### src/rtl/tdm_frame_tx.sv
module tdm_frame_tx #(
  parameter int MAX_SLOTS = 16
) (
  input  logic                                   clk,
  input  logic                                   rst_n,
  input  logic                                   en,
  input  logic [$clog2(MAX_SLOTS)-1:0]           cfg_slots_m1,
  input  logic [1:0]                             cfg_slot_size,
  input  logic [2:0]                             cfg_data_size,
  input  logic [$clog2(MAX_SLOTS*32)-1:0]        cfg_fs_len_m1,
  input  logic                                   cfg_fs_early,
  input  logic                                   cfg_fs_pol,
  input  logic                                   cfg_rjust,
  input  logic [MAX_SLOTS-1:0]                   cfg_slot_mask,
  input  logic                                   cfg_mono,
  input  logic                                   cfg_strobe,
  input  logic                                   cfg_invert,
  input  logic                                   s_valid,
  input  logic [31:0]                            s_data,
  output logic                                   s_ready,
  output logic                                   sclk_o,
  output logic                                   fs_o,
  output logic                                   sd_o,
  output logic                                   slot_act_o,
  output logic                                   cfg_err_o
);
  localparam int SW = $clog2(MAX_SLOTS);
  localparam int FW = $clog2(MAX_SLOTS*32);

  logic [5:0] ds, sw, off, rel;
  logic [4:0] idx;
  logic [SW:0] nslots;
  logic [FW:0] flen, fs_len, fp;
  logic [MAX_SLOTS-1:0] nmask, men;
  logic mono, run, bnd, pop, nact, nsd, nfs, infield;

  logic started, ph, sd_q, act_q, fs_q;
  logic [FW-1:0] fb, nfb;
  logic [SW-1:0] sl, nsl;
  logic [4:0] bi, nbi;
  logic [31:0] hold, smp;

  always_comb begin
    case (cfg_data_size)
      3'd2: ds = 6'd8;
      3'd3: ds = 6'd10;
      3'd4: ds = 6'd16;
      3'd5: ds = 6'd20;
      3'd6: ds = 6'd24;
      3'd7: ds = 6'd32;
      default: ds = 6'd0;
    endcase
    case (cfg_slot_size)
      2'd1: sw = 6'd16;
      2'd2: sw = 6'd32;
      default: sw = ds;
    endcase
  end

  assign cfg_err_o = (ds == 6'd0) || (ds > sw);
  assign nslots = {1'b0, cfg_slots_m1} + (SW+1)'(1);
  assign flen   = (FW+1)'(nslots) * (FW+1)'(sw);
  assign fs_len = {1'b0, cfg_fs_len_m1} + (FW+1)'(1);
  assign off    = cfg_rjust ? (sw - ds) : 6'd0;
  assign mono   = cfg_mono && (nslots == (SW+1)'(2));

  always_comb begin
    for (int i = 0; i < MAX_SLOTS; i++) nmask[i] = (i < int'(nslots));
    men = ((cfg_slot_mask & nmask) == '0) ? nmask : (cfg_slot_mask & nmask);
  end

  assign run = en && !cfg_err_o;
  assign bnd = run && (!started || ph);

  always_comb begin
    nfb = '0;
    nsl = '0;
    nbi = '0;
    if (started) begin
      if ({1'b0, bi} == sw - 6'd1) begin
        if (sl != cfg_slots_m1) begin
          nsl = sl + SW'(1);
          nfb = fb + FW'(1);
        end
      end else begin
        nbi = bi + 5'd1;
        nsl = sl;
        nfb = fb + FW'(1);
      end
    end
  end

  assign nact    = men[nsl];
  assign pop     = bnd && (nbi == 5'd0) && (mono ? (nsl == '0) : nact);
  assign s_ready = pop;
  assign smp     = pop ? (s_valid ? s_data : 32'd0) : hold;
  assign rel     = {1'b0, nbi} - off;
  assign infield = ({1'b0, nbi} >= off) && (rel < ds);
  assign idx     = 5'(ds - 6'd1 - rel);
  assign nsd     = nact && infield && smp[idx];
  assign fp      = {1'b0, nfb} + (FW+1)'(1);
  assign nfs     = cfg_fs_early ? ((fp == flen) || (fp < fs_len))
                                : ({1'b0, nfb} < fs_len);

  always_ff @(posedge clk) begin
    if (!rst_n || !run) begin
      started <= 1'b0;
      ph      <= 1'b0;
      fb      <= '0;
      sl      <= '0;
      bi      <= '0;
      sd_q    <= 1'b0;
      act_q   <= 1'b0;
      fs_q    <= 1'b0;
      if (!rst_n) hold <= '0;
    end else begin
      started <= 1'b1;
      ph      <= !bnd;
      if (bnd) begin
        fb    <= nfb;
        sl    <= nsl;
        bi    <= nbi;
        sd_q  <= nsd;
        act_q <= nact;
        fs_q  <= nfs;
      end
      if (pop) hold <= smp;
    end
  end

  assign sclk_o     = ph ^ cfg_strobe ^ cfg_invert;
  assign fs_o       = fs_q ^ cfg_fs_pol ^ cfg_invert;
  assign sd_o       = sd_q;
  assign slot_act_o = act_q;
endmodule

### config.mk
export PLATFORM = sky130hd
export DESIGN_NAME = tdm_frame_tx
export DESIGN_NICKNAME = d
export VERILOG_FILES = /design/src/rtl/tdm_frame_tx.sv
export SDC_FILE = /design/constraint.sdc
export NUM_CORES = 1
export LEC_CHECK = 0
export BUFFER_PORTS_ARGS = -buffer_cell sky130_fd_sc_hd__buf_2
export CELL_PAD_IN_SITES_DETAIL_PLACEMENT = 1
export CELL_PAD_IN_SITES_GLOBAL_PLACEMENT = 1
export CORE_MARGIN = 2
export CORE_UTILIZATION = 48
export CTS_CLUSTER_DIAMETER = 40
export DETAILED_ROUTE_END_ITERATION = 8
export PLACE_DENSITY = 0.95
export SLEW_MARGIN = 15
export SYNTH_ARGS = -nofsm -noshare
export SYNTH_HDL_FRONTEND = slang
export SYNTH_SLANG_ARGS = --single-unit
### constraint.sdc
create_clock -name clk -period 12.2 [get_ports clk]
set_clock_uncertainty 0.15 [all_clocks]
set_input_delay 2.44 -clock clk [delete_from_list [all_inputs] [get_ports clk]]
set_output_delay 2.44 -clock clk [all_outputs]
set_load 0.1 [all_outputs]
## After elaboration in Yosys (flattened, before gate mapping)

Index checks and enable logic that the tools add are counted.

- Flip-flop bits (word level): 55
- Bits of input ports: 76
- Output and inout bits: 6
- Logic and storage cells: 109

- Add/subtract/negate cells: 11
- Multiply operators: 1
- $lt $le $gt $ge: 23
- Eq/ne operators: 13
- Muxes and demuxes: 24
- Bitwise operators: 5
- Reductions and logical operators: 23

Operators by type and width:

| operator | number |
|---|---|
| two-way mux 32 bit | 5 |
| less-than comparator 4 x 5 -> 1 bit, first input constant | 8 |
| one-hot mux 6 bit (6 select lines) | 1 |
| two-way mux 9 bit | 3 |
| adder 9 x 1 -> 10 bit, second input constant | 2 |
| less-than comparator 3 x 5 -> 1 bit, first input constant | 4 |
| AND 16 bit | 1 |
| zero test 16 bit | 1 |
| two-way mux 16 bit | 1 |
| == test 3 bit, second input constant | 4 |
| two-way mux 4 bit | 3 |
| one-hot mux 6 bit (2 select lines) | 1 |
| == test 10 bit | 1 |
| less-than comparator 1 x 5 -> 1 bit, first input constant | 2 |
| less-than comparator 10 bit | 1 |
| less-than comparator 2 x 5 -> 1 bit, first input constant | 2 |
| less-than comparator 9 x 10 -> 1 bit | 1 |
| multiplier 5 x 6 -> 10 bit | 1 |
| two-way mux 5 bit | 2 |
| adder 9 x 1 -> 9 bit, second input constant | 1 |
| logical AND 1 bit | 8 |
| == test 3 x 2 -> 1 bit, second input constant | 2 |
| == test 5 x 6 -> 1 bit | 1 |
| >= comparator 5 x 6 -> 1 bit | 1 |
| other kinds (29) | 43 |

## Longest topological paths before layout

Gate-level depths: netlist of run 1.

- Depth after elaboration: 15
- Depth in mapped cells: 28
- Gate-level depth less buffers: 26

## Least setup slack after synthesis of run 1

OpenSTA, ideal clock, no wires.

- Path type: input port to output port
- Start point: input port cfg_slot_size[0]
- End point: output port s_ready
- Data arrival time: 6.638 ns
- Required time: 9.610 ns
- Path slack: 2.972 ns
- Cell stages on the path: 19
- Cell sequence: inv_1 ha_1 clkbuf_1 nand2_1 ha_1 or3_1 a21o_1 and3_1 buf_6 a21oi_4 or2_1 nand3_1 o2111ai_2 nand4_4 nand2_4 nand2_4 inv_4 buf_6 clkbuf_1

- Word-level cells in the longest chain between the ends: 10
- Elaborated cells between the ends (all ways): 21

RTL lines:

| element | RTL line | source |
|---|---|---|
| start: declaration | 8 | `input logic [1:0] cfg_slot_size,` |
| == test 2 bit / == test 2 x 1 -> 1 bit (equally long branches) | 53 | `case (cfg_slot_size)` |
| one-hot mux 6 bit (2 select lines) * | 53 |  |
| subtractor 6 x 1 -> 6 bit | 80 | `if ({1'b0, bi} == sw - 6'd1) begin` |
| == test 5 x 6 -> 1 bit | 80 |  |
| two-way mux 4 bit | 80 |  |
| two-way mux 4 bit | 79 | `if (started) begin` |
| binary-select mux 1 bit (select 4 bit) | 93 | `assign nact = men[nsl];` |
| two-way mux 1 bit (not written as such) | 93 |  |
| two-way mux 1 bit | 94 | `assign pop = bnd && (nbi == 5'd0) && (mono ? (nsl == '0) : nact);` |
| logical AND 1 bit * | 94 |  |
| end: declaration | 20 | `output logic s_ready,` |

Mark *: on every way between the ends. The rest lies on a longest branch, timed or not. The select of a mux whose other input is x is not followed.

## Worst setup path in the final report of run 1

Same ends and word-level chain as after synthesis.

==> summary.txt, run 1 <==
STA
  – Final Setup Violations: 0
  – Slew Viols, Final: 0
  – F_max: 100 MHz
  – Fin crit period: 9990 ps
  – Fin crit share: 81.9%
  – Worst-Margin Slew: 924 ps
  – Setup TNS Final: 0 ps
  – RSZ-0062 raised after global routing: no
  – Final Hold Viols: 0
  – Final WS setup: 2210 ps
  – Slew margin rel.: 38.4%

Power
  – Clock power frac: 26.4%
  – Pwr dens: 84.6 nW/um2
  – Combinational Power Share: 39.5%
  – Seq pwr share: 34.0%
  – Switching power of the nets: 0.000242 W
  – Maximum VDD drop: 57.4 uV
  – Switching share of power: 38.1%
  – Internal power: 0.000393 W
  – Leakage power: 3.11 nW

Floorplanning
  – Chip height: 124 um
  – Initial core utilization: 49.5%
  – Die Width: 124 um
  – DIE AREA: 15400 um2
  – Core area: 14000 um2
  – IO Count: 82
  – Number of cell rows: 43

Route
  – Drt first-iter violations: 560
  – ANT nets after route: 0
  – Wirelength per Cell: 20.5 um
  – Routed wire length: 22.9 mm
  – DRC Markers: 0
  – Detailed-route via count: 7085
  – First-pass DRT Iterations: 6
  – Via density per instance: 6.33

Place
  – Dpl ws: 2300 ps
  – Final HPWL DP: 17.4 mm
  – Routability Congestion: 1.03
  – Port buffer count: 81

Critical path
  – Worst Path Arrival: 7400 ps
  – Worst Path Max Fanout: 38
  – Crit end category: output pin
  – CP required: 9610 ps
  – WS Path Type: input port to output pin
  – Crit start category: input port

Final layout
  – # diodes: 0
  – Final core occ: 53.6%
  – Synthesis-to-finish area growth: 8.27%
  – Final #Nets: 1082
  – Layout cells sized above 1: 14.1%

Min path
  – Hold Crit Class: flip-flop to flip-flop

Yosys
  – Cells after Synth: 897
  – Async S/R FF share, synth: 0%
  – Post-Syn Nets: 1041
  – Sequential element share of the synthesized area: 20.5%
  – Synthesized area: 6930 um2
  – Yosys Warn Count: 0
  – Count of cell types in the netlist: 96
  – EDFF count, synth: 32
  – FF+latch count, synth: 55
  – Mapped Avg Cell Area: 7.72 um2
  – Main synth FF type: edfxtp_1

CTS
  – Post-CTS Resized: 0
  – Clock Latency Late Sink: 300 ps
  – Worst-path clk slew: 70 ps
  – Root Driver: clkbuf_16
  – Post-CTS Hold Buffers: 0
  – Clock Sinks: 55
  – Clock tree buffer depth: 2
  – Post-CTS setup buffers: 0
  – CTS tree: yes
  – H-tree depth: 2
  – Total CTS buffers: 5

Global routing
  – Vias in the first global route: 7071
  – Global-route wire length before repair: 36.1 mm
  – Grt ovf: 0
  – Initial antenna violation count: 0
  – GRT Total Usage: 29.9%
  – Largest net degree at the start of global routing: 49

Run status
  – Status: finished clean

Job
  – MaxCap Viol Count: 0
## worst paths after layout
| kind | startpoint | end | slack, ps | cells after the start |
|---|---|---|---|---|
| worst min register to register | fb[8] | fb[8] | 330 | 2 |
| worst max register to register | bi[2] | sd_o | 7070 | 18 |
| worst max-delay path | cfg_slot_size[0] | s_ready | 2210 | 17 |
| worst min-delay path | fb[8] | fb[8] | 330 | 2 |
## state kept, by name (all words and copies together), names as in the netlist
| signal | count |
|---|---|
| fb | 9 |
| sd_o | 1 |
| ph | 1 |
| hold | 32 |
| fs_q | 1 |
| slot_act_o | 1 |
| sl | 4 |
| started | 1 |
| bi | 5 |
## placed cells by master (no fill, tap or decap), drive strengths merged, types with 17 or more instances in the layout
master and n:
nand3 63, nor3 17, o21ai 40, ha 58
edfxtp 32, dfxtp 23, xnor2 43, nand2 119
inv 40, buf 87, xor2 22, a21o 18
and3 17, nor2 74, a21oi 80
## routing by layer
metal  routed length, um  track usage (%)
met5                   0                0
met4                 573             9.55
met1               10000             39.3
met3                1390             3.98
met2               10900             50.7
## cell usage after synthesis, types with 8 or more instances
library cell	count	area, um2
ha_1	58	726
nor2b_1	15	93.8
nor3_1	16	80.1
nand3_1	62	310
mux2i_1	11	110
a31oi_1	10	62.6
inv_1	36	135
and3_1	17	106
edfxtp_1	32	961
a21o_1	17	128
nand2_1	115	432
a21oi_1	78	390
fa_1	10	200
buf_2	10	50.1
nand4_1	10	62.6
dfxtp_1	23	460
xnor2_1	43	377
o21ai_0	34	170
nand2b_1	15	93.8
clkbuf_1	32	120
nor2_1	73	274
and2_1	12	75.1
nor4_1	8	50.1
xor2_1	22	193
## worst max-delay path: stages
cell       delay, ps
buf_2             90
inv_1             40
ha_1             530
nand4b_2         300
ha_1             400
xor2_1           160
and3_1           210
nand3_1          380
nor3_2           570
or2_1            260
nand3_1          130
o2111ai_2        260
nand4_4          280
nand2_4          190
nand2_4          220
inv_4            420
buf_2            510
## per-stage QoR
stage | power [W] | hold WS [ps] | instances | instance area [um2]
global route | 0.000664 | 345 | 1119 | 7500
detailed placement | 0.000463 | 325 | 1111 | 7330
floorplan | 0.000395 | 294 | 897 | 6930
finish | 0.000635 | 327 | 1119 | 7500
CTS | 0.000633 | 335 | 1119 | 7500
global placement | 0.000452 | 305 | 1111 | 7330
## power by group through the flow
stage	clock network (W)	logic [W]	registers [W]
after detailed placement	0	0.000243	0.000220
after global placement	0	0.000234	0.000219
after CTS	0.000169	0.000248	0.000216
final	0.000168	0.000251	0.000216
after global routing	0.000175	0.000271	0.000217
after floorplan	0	0.000177	0.000218
## layout make-up
cell class | count | area (um2)
repair buffers | 87 | 450
flip-flops and latches | 55 | 1420
well taps | 180 | 225
fillers | 1827 | 6490
inverters | 39 | 149
clock inverters | 2 | 38.8
multi-input cells | 750 | 5090
clock buffers | 6 | 129
## kinds of logic after synthesis
| kind of cell | count (synthesis) | share of synthesized area, % |
|---|---|---|
| flip-flops | 55 | 20.5 |
| AND/OR/NAND/NOR | 381 | 27.7 |
| XOR/XNOR | 65 | 8.22 |
| AO/OA/AOI/OAI | 222 | 21.8 |
| buffers and inverters | 92 | 6.12 |
| multiplexers | 14 | 2.29 |
| adder cells (fa/ha/maj) | 68 | 13.4 |
Note: power is estimated with default switching activity, not from simulation.
==> run 2: changes to the inputs <==
Settings changed: ABC_AREA set to 1, CORE_UTILIZATION 48 to 43, PLACE_DENSITY 0.95 to 0.91.
Clock period 12.2 ns to 9.6 ns, I/O delays scaled along.
==> summary.txt, run 2 <==
Final layout
  – Final cell count without fillers: 1208 (+8.0%)
  – Most common cell after layout, fill and taps aside: nand2_1
  – Area of the multi-input gates: 4340 um2 (-15%)
  – # fillers: 1998 (+9.4%)
  – Final core occ: 48.5% (-5.1 points)
  – # diodes: 0 (unchanged)
  – FF+latch area: 1420 um2 (unchanged)
  – Largest register FFs: 32 (unchanged)
  – Layout cells sized above 1: 13.4% (-0.68 points)
  – Largest regs: hold (32), fb (9), bi (5)
  – Largest reg by FF count: hold
  – Commonest non-fill, non-tap cells in the layout: nand2_1, nand3_1, inv_1, nor2_1, buf_2
  – Final #Nets: 1167 (+7.9%)
  – Synthesis-to-finish area growth: 10.1%

CTS
  – Post-CTS setup buffers: 0 (unchanged)
  – Root Driver: clkbuf_16
  – Clock Sinks: 55 (unchanged)
  – CTS tree: yes
  – Worst-path clk slew: 70 ps (about the same)
  – Post-CTS Resized: 0 (unchanged)
  – Clock tree buffer depth: 2 (unchanged)
  – Total CTS buffers: 5 (unchanged)
  – Clock Latency Late Sink: 300 ps (about the same)
  – Post-CTS Hold Buffers: 0 (unchanged)
  – H-tree depth: 2 (unchanged)

Yosys
  – Adder-cell share of the synthesized area: 14.5% (+1.1 points)
  – Ranking of synthesized cells by area: edfxtp_1, nand3_1, nand2_1
  – Yosys Warn Count: 0 (unchanged)
  – Count leader, synth: nand2_1
  – Synthesized area: 6400 um2 (-7.6%)
  – FF+latch count, synth: 55 (unchanged)
  – Mapped Avg Cell Area: 6.65 um2 (-14%)
  – Largest family of logic cells by synthesized area: simple AND/OR/NAND/NOR gates
  – Cells after Synth: 963 (+7.4%)
  – Post-Syn Nets: 1107 (+6.3%)
  – Post-synth top area cell: edfxtp_1
  – Post-Synth XOR/XNOR Area: 6.43% (-1.8 points)
  – Sequential element share of the synthesized area: 22.2% (+1.7 points)
  – Yosys top cell area share: 15.0% (+1.1 points)
  – Mux share of post-synthesis cell area: 0% (-2.3 points)
  – Post-Synth Simple-Gate Area: 39.6% (+12 points)
  – Async S/R FF share, synth: 0% (unchanged)
  – Main synth FF type: edfxtp_1
  – Post-synth top cells: nand2_1, nand3_1, inv_1, nor2_1, ha_1
  – EDFF count, synth: 32 (unchanged)
  – Count of cell types in the netlist: 42 (-56%)
  – Complex-gate fraction of the synthesized area: 7.27% (-15 points)

Run status
  – Status: finished clean

Route
  – First-pass DRT Iterations: 5 (-1)
  – Wirelength per Cell: 16.1 um (-21%)
  – Detailed-route via count: 6701 (-5.4%)
  – DRC Markers: 0 (unchanged)
  – ANT nets after route: 0 (unchanged)
  – Routed wire length: 19.5 mm (-15%)
  – Via density per instance: 5.55 (-12%)
  – Drt first-iter violations: 427 (-24%)

STA
  – Hold Slack: 346 ps (+19.3 ps)
  – Final Setup Violations: 0 (unchanged)
  – Fin crit period: 8200 ps
  – Final Hold Viols: 0 (unchanged)
  – Setup TNS Final: 0 ps (unchanged)
  – Slew Viols, Final: 0 (unchanged)
  – F_max: 122 MHz
  – RSZ-0062 raised after global routing: no
  – Fin crit share: 85.4%
  – Worst-Margin Slew: 587 ps (-337 ps)
  – Slew margin rel.: 60.6% (+22 points)

Min path
  – Worst Hold Launch: fb[8]
  – Worst Hold End: fb[8]
  – Hold Crit Class: flip-flop to flip-flop
  – WHS Path Cells: 2 (unchanged)

Floorplanning
  – Core area: 14500 um2 (+3.9%)
  – Number of cell rows: 44 (+2.3%)
  – Chip height: 126 um (+1.5%)
  – DIE AREA: 15900 um2 (+3.1%)
  – Initial core utilization: 44.1% (-5.5 points)
  – Die Width: 126 um (+1.5%)
  – IO Count: 82 (unchanged)

Place
  – Dpl cells: 1200 (+8.0%)
  – Port buffer count: 81 (unchanged)
  – Final HPWL DP: 15.5 mm (-11%)
  – Routability Congestion: 0.920 (-11%)

Critical path
  – Crit path max-delay family: simple AND/OR/NAND/NOR gates
  – Reg-to-reg slack, setup: 5430 ps (-1640 ps)
  – WP buf/inv: 6 (+2)
  – CP most frequent cell: nand2_1
  – Crit end category: output pin
  – Worst R2R End: fs_q
  – Worst Path Max Fanout: 34 (-11%)
  – Worst R2R Start: bi[2]
  – WS Path Type: input port to output pin
  – Critical-path top delay cell: ha_1
  – Worst-case reg-to-reg path depth: 24 (+6)
  – Crit start category: input port
  – CP required: 7530 ps (-2080 ps)
  – Crit path cell chain: buf_2 > inv_1 > ha_1 > nand4_4 > ha_1 > nand2_1 > nand2_1 > nor2_1 > nand2_1 > nor2_1 > nand3_1 > nor2_4 > nand3b_1 > nand2_2 > nor2_1 > nand2_1 > inv_1 > nand3_1 > nand3_1 > nand3_2 > buf_4 > nand2_4 > inv_2 > buf_2
  – Worst Path Arrival: 6130 ps (-1270 ps)
  – Critical path's largest stage delay: 580 ps (about the same)

Power
  – Pwr dens: 110 nW/um2 (+31%)
  – Leakage power: 3.54 nW (+14%)
  – Maximum VDD drop: 76.3 uV (+33%)

Global routing
  – GRT Total Usage: 24.9% (-4.9 points)
  – Vias in the first global route: 6987 (-1.2%)
  – Grt ovf: 0 (unchanged)
  – Initial antenna violation count: 0 (unchanged)
  – Global-route wire length before repair: 32.9 mm (-8.9%)
  – Largest net degree at the start of global routing: 42 (-14%)

Job
  – MaxCap Viol Count: 0 (unchanged)
## run 2: cell count changes in the layout (fill, tap and decap cells not counted), moves of 17 or more
cell | before | now
nand2_1 | 115 | 226
nand3_1 | 61 | 170
inv_1 | 36 | 115
a21oi_1 | 78 | 39
xnor2_1 | 43 | 12
and3_1 | 17 | 0
## run 2: area by class of cell
type / count / share of cell area (%)
clock buffers: 5 / 1.78
well taps: 184 / 3.27
multi-input cells: 749 / 61.5
flip-flops and latches: 55 / 20.2
repair buffers: 86 / 6.28
clock inverters: 3 / 0.266
inverters: 126 / 6.71
## run 2: tightest hold or removal path: cells and delay by family (launching register included)
kind            cells  cell delay (ps)
compound gates      1               60
flops               1              330
simple gates        1               70
## run 2: per-layer routing
metal / global-route usage, % / vias up / share of wire (%)
met3: 2.76 / 46 / 3.7
met2: 44.6 / 164 / 51
met1: 31.3 / 3210 / 43
met4: 8.34 / 0 / 2.8
li1: - / 3281 / -
met5: 0 / - / 0
## run 2: metrics by stage
step,power (W),setup WS [ps],cell area [um2]
final,0.000779,1400,7050
after global routing,0.000831,1060,7050
after CTS,0.000782,1410,7050
after detailed placement,0.000598,1420,6900
after global placement,0.000585,1640,6900
after floorplan,0.000512,2070,6400
## run 2: report_power, final
group / switching (W) / total (W) / internal [W]
Sequential: 0.00000883 / 0.000276 / 0.000267
Clock: 0.0000879 / 0.000185 / 0.0000967
Combinational: 0.000216 / 0.000318 / 0.000102
Total: 0.000313 / 0.000779 / 0.000466
## run 2: worst max path at each step
stage | startpoint | to | slack, ps | cells past startpoint
3_5_place_dp | cfg_slot_size[0] | s_ready | 1420 | 24
2_1_floorplan | cfg_slot_size[0] | s_ready | 2070 | 15
3_3_place_gp | cfg_slot_size[0] | s_ready | 1640 | 24
6_report | cfg_slot_size[0] | s_ready | 1400 | 24
4_1_cts | cfg_slot_size[0] | s_ready | 1410 | 24
5_1_grt | cfg_slot_size[0] | s_ready | 1060 | 24
## run 2: cell families after synthesis
group / count (synthesis)
and+or+nand+nor: 549
xor gates and xnor gates: 47
adders and majority gates: 68
AOI/OAI and AO/OA: 85
DFF: 55
buffers and inverters: 159
